<file path="config.mk">
export PLATFORM = sky130hd
export DESIGN_NAME = irq_rotate_unit
export DESIGN_NICKNAME = d
export VERILOG_FILES = /design/src/rtl/irq_rot_pkg.sv /design/src/rtl/irq_rot_rst_sync.sv /design/src/rtl/irq_rot_decode.sv /design/src/rtl/irq_rot_resolve.sv /design/src/rtl/irq_rotate_unit.sv
export SDC_FILE = /design/constraint.sdc
export NUM_CORES = 1
export LEC_CHECK = 0
export ABC_CLOCK_PERIOD_IN_PS = 6400
export BUFFER_PORTS_ARGS = -buffer_cell sky130_fd_sc_hd__buf_4
export CAP_MARGIN = 25
export CORE_MARGIN = 5
export CORE_UTILIZATION = 30
export DETAILED_ROUTE_END_ITERATION = 8
export GPL_TIMING_DRIVEN = 0
export SYNTH_ARGS = -nofsm -noshare
export SYNTH_HDL_FRONTEND = slang
export SYNTH_SLANG_ARGS = --single-unit
</file>
<file path="constraint.sdc">
create_clock -name clk -period 6.4 [get_ports clk]
set_input_delay 1.28 -clock clk [delete_from_list [all_inputs] [get_ports clk]]
set_output_delay 1.28 -clock clk [all_outputs]
set_load 0.05 [all_outputs]
</file>
<file path="src/rtl/irq_rot_pkg.sv">
package irq_rot_pkg;

  typedef enum logic [2:0] {
    OP_AEOI_CLR = 3'b000,
    OP_NS_EOI   = 3'b001,
    OP_NOP      = 3'b010,
    OP_SP_EOI   = 3'b011,
    OP_AEOI_SET = 3'b100,
    OP_ROT_NS   = 3'b101,
    OP_SET_PRI  = 3'b110,
    OP_ROT_SP   = 3'b111
  } cmd_op_e;

  typedef struct packed {
    logic    valid;
    cmd_op_e op;
    logic [2:0] lvl;
  } cmd_t;

endpackage

</file>
<file path="src/rtl/irq_rot_rst_sync.sv">
module irq_rot_rst_sync #(
  parameter int STAGES = 2
) (
  input  logic clk,
  input  logic rst_n,
  output logic rst_s_n
);

  logic [STAGES-1:0] chain;

  always_ff @(posedge clk or negedge rst_n) begin
    if (!rst_n) chain <= '0;
    else        chain <= {chain[STAGES-2:0], 1'b1};
  end

  assign rst_s_n = chain[STAGES-1];

endmodule

</file>
<file path="src/rtl/irq_rot_decode.sv">
module irq_rot_decode
  import irq_rot_pkg::*;
(
  input  logic       we_i,
  input  logic [7:0] data_i,
  output cmd_t       cmd_o
);

  always_comb begin
    cmd_o.valid = we_i && (data_i[4:3] == 2'b00);
    cmd_o.op    = cmd_op_e'(data_i[7:5]);
    cmd_o.lvl   = data_i[2:0];
  end

endmodule

</file>
<file path="src/rtl/irq_rot_resolve.sv">
module irq_rot_resolve #(
  parameter int NUM_LVL = 8,
  parameter int LVL_W   = $clog2(NUM_LVL)
) (
  input  logic [NUM_LVL-1:0] irr_i,
  input  logic [NUM_LVL-1:0] isr_i,
  input  logic [LVL_W-1:0]   low_ptr_i,
  output logic               req_any_o,
  output logic [LVL_W-1:0]   req_lvl_o,
  output logic               isr_any_o,
  output logic [LVL_W-1:0]   isr_lvl_o,
  output logic               irq_o
);

  logic [LVL_W-1:0] lvl_at [NUM_LVL];
  logic [LVL_W-1:0] req_rank;
  logic [LVL_W-1:0] isr_rank;

  function automatic logic [LVL_W-1:0] wrap_lvl(input int s);
    int t;
    t = s;
    if (t >= NUM_LVL) t = t - NUM_LVL;
    return LVL_W'(t);
  endfunction

  // level sitting at each rank, rank 0 first
  for (genvar k = 0; k < NUM_LVL; k++) begin : g_rank
    assign lvl_at[k] = wrap_lvl(int'(low_ptr_i) + 1 + k);
  end

  always_comb begin
    req_any_o = 1'b0;
    req_lvl_o = '0;
    req_rank  = '0;
    for (int k = NUM_LVL - 1; k >= 0; k--) begin
      if (irr_i[lvl_at[k]]) begin
        req_any_o = 1'b1;
        req_lvl_o = lvl_at[k];
        req_rank  = LVL_W'(k);
      end
    end
  end

  always_comb begin
    isr_any_o = 1'b0;
    isr_lvl_o = '0;
    isr_rank  = '0;
    for (int k = NUM_LVL - 1; k >= 0; k--) begin
      if (isr_i[lvl_at[k]]) begin
        isr_any_o = 1'b1;
        isr_lvl_o = lvl_at[k];
        isr_rank  = LVL_W'(k);
      end
    end
  end

  assign irq_o = req_any_o && (!isr_any_o || (req_rank < isr_rank));

endmodule

</file>
<file path="src/rtl/irq_rotate_unit.sv">
module irq_rotate_unit
  import irq_rot_pkg::*;
#(
  parameter int NUM_LVL = 8,
  parameter int LVL_W   = $clog2(NUM_LVL)
) (
  input  logic               clk,
  input  logic               rst_n,
  input  logic               trig_level,
  input  logic               auto_eoi,
  input  logic [NUM_LVL-1:0] req,
  input  logic               cmd_we,
  input  logic [7:0]         cmd_data,
  input  logic               ack,
  output logic               irq_out,
  output logic [LVL_W-1:0]   ack_level,
  output logic [NUM_LVL-1:0] isr_out
);

  logic               rst_s_n;
  cmd_t               cmd;
  logic [NUM_LVL-1:0] irr_q, irr_n;
  logic [NUM_LVL-1:0] isr_q, isr_n;
  logic [NUM_LVL-1:0] req_q;
  logic [LVL_W-1:0]   low_ptr, ptr_n;
  logic               rot_flag, flag_n;
  logic               req_any, isr_any, irq;
  logic [LVL_W-1:0]   req_lvl, isr_lvl, cmd_lvl;
  logic               take_ack, state_en;

  irq_rot_rst_sync #(.STAGES(2)) i_rst_sync (
    .clk     (clk),
    .rst_n   (rst_n),
    .rst_s_n (rst_s_n)
  );

  irq_rot_decode i_decode (
    .we_i   (cmd_we),
    .data_i (cmd_data),
    .cmd_o  (cmd)
  );

  irq_rot_resolve #(.NUM_LVL(NUM_LVL), .LVL_W(LVL_W)) i_resolve (
    .irr_i     (irr_q),
    .isr_i     (isr_q),
    .low_ptr_i (low_ptr),
    .req_any_o (req_any),
    .req_lvl_o (req_lvl),
    .isr_any_o (isr_any),
    .isr_lvl_o (isr_lvl),
    .irq_o     (irq)
  );

  assign cmd_lvl  = LVL_W'(cmd.lvl);
  assign take_ack = ack && irq && !cmd.valid;
  assign state_en = take_ack || cmd.valid;

  always_comb begin
    irr_n  = trig_level ? req : (irr_q | (req & ~req_q));
    isr_n  = isr_q;
    ptr_n  = low_ptr;
    flag_n = rot_flag;
    if (take_ack) begin
      irr_n[req_lvl] = 1'b0;
      if (!auto_eoi)     isr_n[req_lvl] = 1'b1;
      else if (rot_flag) ptr_n = req_lvl;
    end
    if (cmd.valid) begin
      case (cmd.op)
        OP_AEOI_CLR: flag_n = 1'b0;
        OP_AEOI_SET: flag_n = 1'b1;
        OP_NS_EOI, OP_ROT_NS: begin
          if (isr_any) begin
            isr_n[isr_lvl] = 1'b0;
            if (cmd.op == OP_ROT_NS) ptr_n = isr_lvl;
          end
        end
        OP_SP_EOI, OP_ROT_SP: begin
          if (isr_q[cmd_lvl]) begin
            isr_n[cmd_lvl] = 1'b0;
            if (cmd.op == OP_ROT_SP) ptr_n = cmd_lvl;
          end
        end
        OP_SET_PRI: ptr_n = cmd_lvl;
        default: ;
      endcase
    end
  end

  always_ff @(posedge clk or negedge rst_s_n) begin
    if (!rst_s_n) begin
      irr_q <= '0;
      req_q <= '0;
    end else begin
      irr_q <= irr_n;
      req_q <= req;
    end
  end

  always_ff @(posedge clk or negedge rst_s_n) begin
    if (!rst_s_n) begin
      isr_q    <= '0;
      low_ptr  <= LVL_W'(NUM_LVL - 1);
      rot_flag <= 1'b0;
    end else if (state_en) begin
      isr_q    <= isr_n;
      low_ptr  <= ptr_n;
      rot_flag <= flag_n;
    end
  end

  assign irq_out   = irq;
  assign ack_level = req_lvl;
  assign isr_out   = isr_q;

  // a word with a non-zero select field touches neither state
  a_r5_select_ignored: assert property (@(posedge clk) disable iff (!rst_s_n)
    (cmd_we && (cmd_data[4:3] != 2'b00) && !ack) |=> ($stable(isr_q) && $stable(low_ptr)));

  // a taken acknowledge marks its level in service
  a_r4_ack_sets_isr: assert property (@(posedge clk) disable iff (!rst_s_n)
    (ack && irq_out && !auto_eoi && !cmd_we) |=> isr_out[$past(ack_level)]);

  // one cycle never ends more than one level
  a_r6_one_eoi: assert property (@(posedge clk) disable iff (!rst_s_n)
    1'b1 |=> ($countones($past(isr_q) & ~isr_q) <= 1));

  // nothing in service and something latched means an interrupt
  a_r3_idle_raises: assert property (@(posedge clk) disable iff (!rst_s_n)
    ((isr_q == '0) && (irr_q != '0)) |-> irq_out);

  // in auto-EOI mode an acknowledge adds no in-service bit
  a_r9_aeoi_no_isr: assert property (@(posedge clk) disable iff (!rst_s_n)
    (ack && auto_eoi) |=> ($countones(isr_q) <= $countones($past(isr_q))));

  // the reported level is really pending
  a_r4_lvl_pending: assert property (@(posedge clk) disable iff (!rst_s_n)
    irq_out |-> irr_q[ack_level]);

endmodule

</file>
# ---- After elaboration in Yosys (flattened, before gate mapping)
# Cells that the tools add are included.
dict set report classes {
  bitwise_logic 10
  n_reduce_logical 17
  n_lt_le_gt_ge 23
  mux 114
  eq_ne 6
  n_addsub 16
}
# op count
set op_table {}
lappend op_table {{32-bit by 5-bit >= comparator with 1-bit output (second input constant)} 7}
lappend op_table {{3-bit two-way mux} 48}
lappend op_table {{8-bit two-way mux} 7}
lappend op_table {{1-bit binary-select mux with 3-bit select} 17}
lappend op_table {{3-bit by 4-bit less-than comparator with 1-bit output (second input constant)} 11}
lappend op_table {{1-bit two-way mux} 36}
lappend op_table {{8-bit AND} 4}
lappend op_table {{8-bit inverter} 4}
lappend op_table {{3-bit by 1-bit subtractor with 3-bit output (second input constant)} 8}
lappend op_table {{4-bit by 3-bit adder with 5-bit output (second input constant)} 4}
lappend op_table {{8-bit OR} 2}
lappend op_table {{8-bit case mux with 2 select lines} 1}
lappend op_table {{3-bit equality test (second input constant)} 4}
lappend op_table {{4-bit by 2-bit adder with 5-bit output (second input constant)} 2}
lappend op_table {{1-bit demux with 3-bit select} 3}
lappend op_table {{3-bit by 1-bit >= comparator with 1-bit output (second input constant)} 3}
lappend op_table {{3-bit case mux with 3 select lines} 1}
lappend op_table {{1-bit logical AND} 7}
lappend op_table {{4-bit by 1-bit adder with 5-bit output (second input constant)} 1}
lappend op_table {{3-bit by 1-bit adder with 4-bit output (second input constant)} 1}
lappend op_table {{4-bit >= comparator (second input constant)} 1}
lappend op_table {{2-bit OR reduction} 2}
lappend op_table {{3-bit by 1-bit equality test with 1-bit output (second input constant)} 1}
lappend op_table {{3-bit by 2-bit equality test with 1-bit output (second input constant)} 1}
lappend op_table {{8 further kinds} 10}
dict set report totals {
  word_cells 192
  register_bits 30
  input_bits 22
  output_inout_bits 12
}

# ---- Logic depth before layout (Yosys ltp)
dict set report logic_depth {
  depth_word 25
  ltp_mapped 21
  mapped_depth_nobuf 14
}

# ---- Hierarchy
# A second synthesis with hierarchy kept.
dict set report hier_totals {
  cells_unflattened 390
  area_unflattened_um2 3450.8
}
# module cells_each instances seq_area_each_um2 area_per_inst_um2
set by_module_without_submodules {}
lappend by_module_without_submodules {irq_rot_resolve 210 1 0.0 1749.2}
lappend by_module_without_submodules {irq_rotate_unit 170 1 704.4 1590.3}
lappend by_module_without_submodules {irq_rot_decode 7 1 0.0 57.6}
lappend by_module_without_submodules {irq_rot_rst_sync 3 1 50.0 53.8}

# ---- Least setup slack after synthesis
# OpenSTA, ideal clock, no wires.
dict set report synth_timing {
  kind {flip-flop to output port}
  from {register low_ptr[0]}
  to {output port irq_out}
  arrival_time_ns 5.055
  setup_slack_ns 0.065
  stages_incl_launch_ff 19
  cell_sequence {dfstp_2 > buf_6 > buf_2 > buf_2 > inv_1 > clkbuf_1 > ha_1 > buf_4 > buf_2 > clkbuf_1 > mux4_2 > mux2_2 > nor2_1 > nand3_1 > nor2b_1 > ha_1 > a21o_1 > o311a_4 > nor2b_1}
}
dict set report synth_between {
  elab_chain_cells 17
  elab_cells_between_ends 100
}
# item line
set synth_rtl {}
lappend synth_rtl {{start: declaration} irq_rotate_unit.sv:25} ;# logic [LVL_W-1:0] low_ptr, ptr_n;
lappend synth_rtl {{start signal: assignment} irq_rotate_unit.sv:103} ;# low_ptr <= LVL_W'(NUM_LVL - 1);
lappend synth_rtl {{start signal: assignment} irq_rotate_unit.sv:107} ;# low_ptr <= ptr_n;
lappend synth_rtl {{3-bit by 1-bit adder with 4-bit output (*)} irq_rot_resolve.sv:28} ;# assign lvl_at[k] = wrap_lvl(int'(low_ptr_i) + 1 + k);
lappend synth_rtl {{4-bit by 3-bit adder with 5-bit output} irq_rot_resolve.sv:28}
lappend synth_rtl {{32-bit by 5-bit >= comparator with 1-bit output / 3-bit by 1-bit subtractor with 3-bit output (equally long branches)} irq_rot_resolve.sv:22} ;# if (t >= NUM_LVL) t = t - NUM_LVL;
lappend synth_rtl {{3-bit two-way mux} irq_rot_resolve.sv:22}
lappend synth_rtl {{1-bit binary-select mux with 3-bit select, on equally long branches} {irq_rot_resolve.sv:36, irq_rot_resolve.sv:49}}
lappend synth_rtl {{1-bit two-way mux, on equally long branches} {irq_rot_resolve.sv:36, irq_rot_resolve.sv:49}}
lappend synth_rtl {{3-bit two-way mux (tied with other cells) (8 in a row)} irq_rot_resolve.sv:36} ;# if (irr_i[lvl_at[k]]) begin
lappend synth_rtl {{3-bit less-than comparator / 1-bit logical NOT (equally long branches)} irq_rot_resolve.sv:57} ;# assign irq_o = req_any_o && (!isr_any_o || (req_rank < isr_rank));
lappend synth_rtl {{1-bit logical OR} irq_rot_resolve.sv:57}
lappend synth_rtl {{1-bit logical AND (*)} irq_rot_resolve.sv:57}
lappend synth_rtl {{end: declaration} irq_rotate_unit.sv:15} ;# output logic irq_out,
# Mark *: on every way between the ends. The rest lies on a longest branch, timed or not. The select of a mux whose other input is x is not followed.

# ---- Final worst setup path
# Ends and elaborated chain as after synthesis.

==> impl_metrics.tcl <==
set metrics [dict create \
    yosysMostFrequentCell "nor2_1" \
    synth_cell_types 65 \
    path_clk_slew_ps 70 \
    skew_ps 7.28 \
    max_freq_mhz 163 \
    status "complete, no violations" \
    synthesis.nets 398 \
    cap_violations 0 \
    synth_edf_count 0 \
    r2r-start "low_ptr[0]" \
    drive_gt1_frac 0.257 \
    worst_r2r_path_depth 20 \
    grt_max_degree 21 \
    die-area_um2 13400 \
    syn_area_um2 3350 \
    h-tree-depth 2 \
    rows 38 \
    rsz0062_at_grt "no" \
    fin_nets 446 \
    drtAntennaViolNets 0 \
    die_h_um 116 \
    cts_tree "done" \
    wl_per_cell_um 18.7 \
    antenna_found_initial 0 \
    placed_area_um2 3800 \
    period_share 0.961 \
    fp.dieW_um 116 \
    crit_start "low_ptr[0]" \
    ios 34 \
    setup_viol 0 \
    gp_congestion 0.882 \
    avgSynthCellArea_um2 9.00 \
    synthCells 372 \
    startpoint_type "flip-flop" \
    ys_top_cells_by_area "dfrtp_1, mux4_2, mux2i_1" \
    rr_endpoint "isr_out[4]" \
    cp_cell_sequence "buf_6 -> buf_6 -> buf_4 -> inv_1 -> clkbuf_2 -> ha_4 -> buf_6 -> buf_6 -> clkbuf_4 -> mux4_2 -> mux2_2 -> nor2_2 -> nand3_1 -> nor2b_1 -> ha_1 -> a21o_1 -> o311a_4 -> nor2b_2 -> buf_6" \
    slowest_delay_ps 540 \
    core-area_um2 10900 \
    synthFlopType "dfrtp_1" \
    first_pass_iters 5 \
    dr_total_vias 3364 \
    clock_sinks 30 \
    yosys-top-cells-count "nor2_1, a21oi_1, dfrtp_1, nand2_1, o21ai_0" \
    area_delta_synth_final_pct 20.8 \
    crit_path_end "irq_out" \
    grt_pass1_wl_mm 16.5 \
    grt_overflow 0 \
    r2r_slack_ps 1150 \
    final_cell_area_um2 4050 \
    dp_hpwl_mm 7.85 \
    yosysWarnings 0 \
    clkLatencyLatePin_ps 290 \
    critPathSlowestCell "dfstp_2" \
    diodes 0 \
    path_max_fanout 10 \
    ys_ff_latch 30 \
    cts-root-buf "clkbuf_8" \
    worst_slew_pin_slew_ps 944 \
    grt_use_total 0.154 \
    fin_crit_ps 6150 \
    start_util 0.308 \
    clk_path_buf_depth 2 \
    relSlewSlack 0.366 \
    hold_class "flip-flop to async pin" \
    finalWirelength_mm 10.5 \
    yosys.area.top_type "dfrtp_1" \
    viasPerCell 6.00 \
    io_buffers 33 \
    criticalPathCategory "flip-flop to primary output" \
    cts-hold-fix-buffers 0 \
    drc 0 \
    cpMostUsedCell "buf_6" \
    synthArstFlopShare 1.00 \
    yosys.area.top_type_share 0.202 \
    critPathRequiredTime_ps 5120 \
    cts_made_buffers 5 \
    first_global_vias 3223 \
    seq_area_frac_synth 0.225 \
    hold_viol_final 0 \
    worstSetupEndpointType "primary output" \
    cp.arrival_ps 4870 \
    drtIter0Drc 275 \
    finalMaxSlewViolations 0 \
    nFillCells 1101 \
]
-- timing repair --
action	4_1_cts	5_1_grt
buffers inserted	0	7
endpoints found under the setup margin	3	3
gates resized for setup	9	9
-- per-layer routing --
metal | global-route usage | vias up | wire (um)
li1 | - | 1547 | -
met1 | 0.214 | 1635 | 4700
met2 | 0.251 | 162 | 4960
met3 | 0.0183 | 20 | 655
met4 | 0.0495 | 0 | 181
met5 | 0 | - | 0
-- through the flow --
step                      worst slack, ps  hold WS (ps)  setup TNS, ps  cells  utilization
after floorplan                      64.9           331              0    372            -
after global placement               -231           340           -287    545        0.346
after detailed placement             -296           216           -422    546        0.349
after CTS                            47.4           217              0    554        0.364
after global routing                 10.2           249              0    561        0.372
final                                 246           198              0    561        0.372
-- kinds of logic after synthesis --
logic type,Yosys count,synth area share
DFF,30,0.225
other,1,0.00112
and+or+nand+nor,123,0.189
muxes,53,0.249
adders and majority gates,4,0.0149
xor gates and xnor gates,5,0.0213
buffers and inverters,30,0.0385
AOI/OAI and AO/OA,126,0.261
-- registers in the layout (all words and copies together), names as in the netlist --
name / flops
isr_out: 8
req_q: 8
rot_flag: 1
irr_q: 8
low_ptr: 3
i_rst_sync.chain: 2
-- worst min path at each step --
stage	to	slack [ps]	cells after the start
detailed placement	isr_out[5]	220	0
global placement	i_rst_sync.chain[1]	340	0
CTS	isr_out[5]	220	0
floorplan	i_rst_sync.chain[1]	330	0
finish	isr_out[1]	200	0
global route	isr_out[1]	250	0
-- layout by cell type, fill, tap and decap left out, types with 9 or more instances in the layout --
cell,instances
o21ai_0,24
nand2_1,27
dfrtp_1,27
nor2_1,30
buf_4,40
mux4_2,23
a21oi_1,27
nor3_1,11
a221oi_1,10
a31oi_1,9
mux2_2,12
a21boi_0,9
nor2b_1,10
mux2i_1,17
inv_1,11
nand3_1,11
-- critical path, delay by kind of cell, from the launching register on --
kind | cells | cell delay (ps)
and+or+nand+nor | 4 | 580
buffers and inverters | 9 | 1560
muxes | 2 | 650
adders and majority gates | 2 | 600
DFF | 1 | 540
AOI/OAI and AO/OA | 2 | 630
-- cell type report --
| type | instances | area (um^2) | share of cell area |
|---|---|---|---|
| buffer | 19 | 114 | 0.0281 |
| clock buffer | 6 | 82.6 | 0.0204 |
| clock inverter | 2 | 60.1 | 0.0148 |
| inverter | 11 | 41.3 | 0.0102 |
| tap | 140 | 175 | 0.0433 |
| sequential | 30 | 754 | 0.186 |
| multi-input combinational | 312 | 2490 | 0.615 |
| timing repair buffer | 41 | 332 | 0.0819 |
Power is not shown: default switching activity piles up to over one toggle a cycle in this logic, so the estimate is an artifact.
